==> config.mk <==
export PLATFORM = sky130hd
export DESIGN_NAME = arlm_macrocell
export DESIGN_NICKNAME = d
export VERILOG_FILES = /design/src/rtl/mcell_pkg.sv /design/src/rtl/mcell_sum.sv /design/src/rtl/mcell_edge.sv /design/src/rtl/mcell_state.sv /design/src/rtl/mcell_out.sv /design/src/rtl/arlm_macrocell.sv
export SDC_FILE = /design/constraint.sdc
export NUM_CORES = 1
export LEC_CHECK = 0
export CORE_AREA = 3 3 40 42
export CTS_CLUSTER_DIAMETER = 60
export DETAILED_ROUTE_END_ITERATION = 10
export DIE_AREA = 0 0 43 45
export RECOVER_POWER = 100
export SKIP_LAST_GASP = 1
export SLEW_MARGIN = 20
export SYNTH_ARGS = -nofsm -noshare
export SYNTH_HDL_FRONTEND = slang
export SYNTH_SLANG_ARGS = --single-unit
==> constraint.sdc <==
create_clock -name clk -period 2.8 [get_ports clk]
set_input_delay 0.56 -clock clk [delete_from_list [all_inputs] [get_ports clk]]
set_output_delay 0.56 -clock clk [all_outputs]
set_load 0.005 [all_outputs]
==> src/rtl/mcell_pkg.sv <==
package mcell_pkg;
  localparam int unsigned DEF_DATA_TERMS = 4;

  typedef struct packed {
    logic comb;
    logic active_low;
  } cell_cfg_t;

  function automatic logic apply_pol(input logic v, input logic inv);
    return v ^ inv;
  endfunction
endpackage

==> src/rtl/mcell_sum.sv <==
module mcell_sum #(
  parameter int unsigned N = 4
) (
  input  logic [N-1:0] terms,
  output logic         sum
);
  logic [N-1:0] chain;

  assign chain[0] = terms[0];
  for (genvar i = 1; i < N; i++) begin : g_or
    assign chain[i] = chain[i-1] | terms[i];
  end
  assign sum = chain[N-1];
endmodule

==> src/rtl/mcell_edge.sv <==
module mcell_edge (
  input  logic clk,
  input  logic rst_n,
  input  logic term,
  output logic rise
);
  logic prev_q;

  // prev resets high so a term already high at release is not taken as an edge
  always_ff @(posedge clk or negedge rst_n) begin
    if (!rst_n) prev_q <= 1'b1;
    else        prev_q <= term;
  end

  assign rise = term & ~prev_q;


  single_rise_chk: assert property (@(posedge clk) disable iff (!rst_n)
    rise |=> !rise);
endmodule

==> src/rtl/mcell_state.sv <==
module mcell_state (
  input  logic clk,
  input  logic rst_n,
  input  logic d,
  input  logic rise,
  input  logic set_t,
  input  logic clr_t,
  input  logic pl_n,
  input  logic pl_d,
  output logic q_eff
);
  logic q_r;

  always_ff @(posedge clk or negedge rst_n) begin
    if (!rst_n)      q_r <= 1'b0;
    else if (clr_t)  q_r <= 1'b0;
    else if (set_t)  q_r <= 1'b1;
    else if (!pl_n)  q_r <= pl_d;
    else if (rise)   q_r <= d;
  end

  // set and clear reach the output without waiting for an edge
  always_comb begin
    if (clr_t)      q_eff = 1'b0;
    else if (set_t) q_eff = 1'b1;
    else            q_eff = q_r;
  end


  clear_wins_chk: assert property (@(posedge clk) disable iff (!rst_n)
    clr_t |=> !q_r);

  set_holds_chk: assert property (@(posedge clk) disable iff (!rst_n)
    (set_t && !clr_t) |=> q_r);

  preload_load_chk: assert property (@(posedge clk) disable iff (!rst_n)
    (!pl_n && !set_t && !clr_t) |=> (q_r == $past(pl_d)));

  hold_no_trigger_chk: assert property (@(posedge clk) disable iff (!rst_n)
    (!rise && pl_n && !set_t && !clr_t) |=> $stable(q_r));
endmodule

==> src/rtl/mcell_out.sv <==
module mcell_out
  import mcell_pkg::*;
(
  input  cell_cfg_t cfg,
  input  logic      sum,
  input  logic      q_eff,
  input  logic      pt_oe,
  input  logic      oe_n,
  input  logic      pad_i,
  output logic      pad_o,
  output logic      pad_oe,
  output logic      fb_o
);
  logic core;

  assign core   = cfg.comb ? sum : q_eff;
  assign pad_o  = apply_pol(core, cfg.active_low);
  assign pad_oe = pt_oe & ~oe_n;
  assign fb_o   = pad_oe ? core : pad_i;
endmodule

==> src/rtl/arlm_macrocell.sv <==
module arlm_macrocell
  import mcell_pkg::*;
#(
  parameter int unsigned N_DATA = DEF_DATA_TERMS
) (
  input  logic              clk,
  input  logic              rst_n,
  input  logic [N_DATA-1:0] pt_data,
  input  logic              pt_clk,
  input  logic              pt_set,
  input  logic              pt_rst,
  input  logic              pt_oe,
  input  logic              oe_n,
  input  logic              cfg_comb,
  input  logic              cfg_active_low,
  input  logic              preload_n,
  input  logic              pad_i,
  output logic              pad_o,
  output logic              pad_oe,
  output logic              fb_o
);
  cell_cfg_t cfg;
  logic      sum;
  logic      rise;
  logic      q_eff;
  logic      pl_d;

  assign cfg.comb       = cfg_comb;
  assign cfg.active_low = cfg_active_low;
  // pin level maps back through polarity so the pin keeps the applied level
  assign pl_d           = pad_i ^ cfg_active_low;

  mcell_sum #(.N(N_DATA)) u_sum (
    .terms (pt_data),
    .sum   (sum)
  );

  mcell_edge u_edge (
    .clk   (clk),
    .rst_n (rst_n),
    .term  (pt_clk),
    .rise  (rise)
  );

  mcell_state u_state (
    .clk   (clk),
    .rst_n (rst_n),
    .d     (sum),
    .rise  (rise),
    .set_t (pt_set),
    .clr_t (pt_rst),
    .pl_n  (preload_n),
    .pl_d  (pl_d),
    .q_eff (q_eff)
  );

  mcell_out u_out (
    .cfg    (cfg),
    .sum    (sum),
    .q_eff  (q_eff),
    .pt_oe  (pt_oe),
    .oe_n   (oe_n),
    .pad_i  (pad_i),
    .pad_o  (pad_o),
    .pad_oe (pad_oe),
    .fb_o   (fb_o)
  );


  clear_at_pin_chk: assert property (@(posedge clk) disable iff (!rst_n)
    (!cfg_comb && pt_rst) |-> (pad_o == cfg_active_low));

  ext_enable_gate_chk: assert property (@(posedge clk) disable iff (!rst_n)
    oe_n |-> !pad_oe);
endmodule

==> results.json <==
{
  "status": "complete, no violations",
  "rsz0062_at_grt": "no",
  "switching_power_uw": 30.5,
  "syn_inst": 16,
  "fmax_mhz": 367,
  "wl_um": 447,
  "whs_ps": 561,
  "cts_setup_buffers": 0,
  "drtIter0Drc": 0,
  "cts_sinks": 2,
  "setup_viol": 0,
  "end_kind": "output port",
  "layout_common_cells": "clkdlybuf4s50_1 (12), clkbuf_4 (3), dlygate4sd3_1 (3)",
  "htreeDepth": 1,
  "syn2layout_area_growth_pct": 136,
  "grt.total_usage_pct": 6.07,
  "p_comb_share_pct": 27.5,
  "via_per_inst": 3.77,
  "gr-total-overflow": 0,
  "cp.required_ps": 2240,
  "yosysUniqueCellTypes": 14,
  "path_class": "in -> out",
  "worst-r2r-cell-count": 3,
  "num_io_pins": 18,
  "dieArea_sq_mm": 0.00194,
  "start_util_pct": 12.3,
  "slew_viol_final": 0,
  "fin_crit_ps": 2720,
  "fill_cells": 144,
  "ant_nets": 0,
  "relSlewSlack_pct": 87.8,
  "synth_area_sq_um": 158,
  "fp.dieH_um": 45,
  "rows": 13,
  "nets": 53,
  "critPathMaxFanout": 2,
  "seq_area_frac_synth_pct": 32.5,
  "io_buffers": 17,
  "p_sw_share_pct": 21.2,
  "final_core_util_pct": 28.9,
  "wl_per_cell_um": 8.60,
  "leakagePower_nw": 0.155,
  "clock_skew_ps": 9.89,
  "grt_pass1_vias": 229,
  "powerDensity_mw_per_mm2": 388,
  "post-route-period-util_pct": 97.2,
  "p_seq_share_pct": 22.6,
  "cts_tree": "built",
  "dp_hpwl_um": 387,
  "internal_power_uw": 113,
  "insertion_delay_ps": 230,
  "drt_pass1_iterations": 1,
  "synth-seq-cells": 2,
  "drv_cap": 0,
  "clockBufferDepth": 2,
  "core_area_sq_mm": 0.00128,
  "ys.warnings.count": 0,
  "avgSynthCellArea_sq_um": 9.85,
  "drc": 0,
  "clkTransAtPathRegs_ps": 40,
  "hold_viol_final": 0,
  "vdd_ir_drop_max_uv": 108,
  "die_width_um": 43,
  "layout_commonest_cell": "clkdlybuf4s50_1",
  "synth_area_leaders": "dfstp_2 (17%), dfrtp_1 (16%), xor2_1 (11%), mux2_4 (9.5%), nor2b_1 (7.9%)",
  "worstPathArrival_ps": 2160,
  "grt_first_pass_wirelength_um": 807,
  "vias": 196,
  "cp-start-kind": "input pin",
  "cts_root_buf": "clkbuf_4",
  "antenna_found_initial": 0,
  "synth_top_area_share_pct": 16.7,
  "synth_fp_nets": 31,
  "grt_max_degree": 4,
  "place.gp.congestion": 0.598,
  "cts_inserted_buffers": 3,
  "worst_slew_pin_slew_ps": 183,
  "clkPwrFrac_pct": 49.9,
  "antenna_cells": 0,
  "hold_class": "in -> async",
  "drive_gt1_share_pct": 16.2,
  "yosysTopAreaCell": "dfstp_2"
}
## cell type report
cell class                 instances  area, sq um  area share [%]
tap                               15         18.8            5.05
multi-input combinational         13          103            27.6
timing repair buffer              17          169            45.5
sequential                         2         51.3            13.8
clock buffer                       4         26.3            7.07
inverter                           1         3.75            1.01
## repair_timing
item,CTS,global route
pin swaps,1,1
hold buffers,0,0
gates resized for setup,2,1
setup endpoints to repair,2,1
## registers in the layout, indices dropped and copies added, names as in the netlist
signal / flops
u_edge.prev_q: 1
u_state.q_r: 1
## cells in the mapped netlist
cell	count
or2_1	1
dfstp_2	1
or4_4	1
nand2b_1	1
inv_1	1
a22o_1	1
xor2_1	2
nor2b_1	2
mux2_4	1
a21oi_1	1
mux2i_1	1
o22ai_1	1
dfrtp_1	1
nor2_1	1
## layer usage
metal | part of all wire [%] | track usage, %
met5 | 0 | 0
met3 | 17 | 3.59
met2 | 49 | 8.98
met4 | 0 | 7.23
met1 | 34 | 5.29
## final timing paths
check,start,to,slack [ps]
setup / recovery,pt_data[1],fb_o,80
max in group asynchronous,rst_n,u_edge.prev_q,2020
setup reg to reg,u_edge.prev_q,u_state.q_r,1910
min in group clk,u_state.q_r,u_state.q_r,560
hold reg to reg,u_state.q_r,u_state.q_r,560
hold / removal,rst_n,u_state.q_r,560
## metrics by stage
stage | setup TNS [ps] | std cells | cell area [sq um] | total power [mW] | setup slack (ps)
floorplan | 0 | 16 | 158 | 0.0456 | 700
global placement | -288 | 48 | 347 | 0.0757 | -167
detailed placement | -280 | 48 | 347 | 0.0759 | -173
CTS | -3.80 | 52 | 370 | 0.149 | -3.80
global route | 0 | 52 | 372 | 0.153 | 26.6
finish | 0 | 52 | 372 | 0.144 | 78.5
## logic make-up after synthesis
| family | count (synthesis) | share of synthesized area, % |
|---|---|---|
| AO/OA/AOI/OAI | 3 | 12.7 |
| multiplexers | 2 | 15.9 |
| buffers and inverters | 1 | 2.38 |
| flip-flops | 2 | 32.5 |
| XOR/XNOR | 2 | 11.1 |
| AND/OR/NAND/NOR | 6 | 25.4 |
## power by group through the flow
stage          clock [mW]  sequential, mW  combinational, mW
4_1_cts            0.0756          0.0326             0.0408
3_3_place_gp            0          0.0329             0.0428
3_5_place_dp            0          0.0329             0.0430
6_report           0.0719          0.0325             0.0396
5_1_grt            0.0761          0.0329             0.0438
2_1_floorplan           0          0.0327             0.0129
## critical path, cell delays in order
cell and delay (ps):
clkdlybuf4s50_1 400, or4_4 530, a22o_1 220, mux2_4 260
clkdlybuf4s15_1 200
Power figures use the tool's default switching activity.
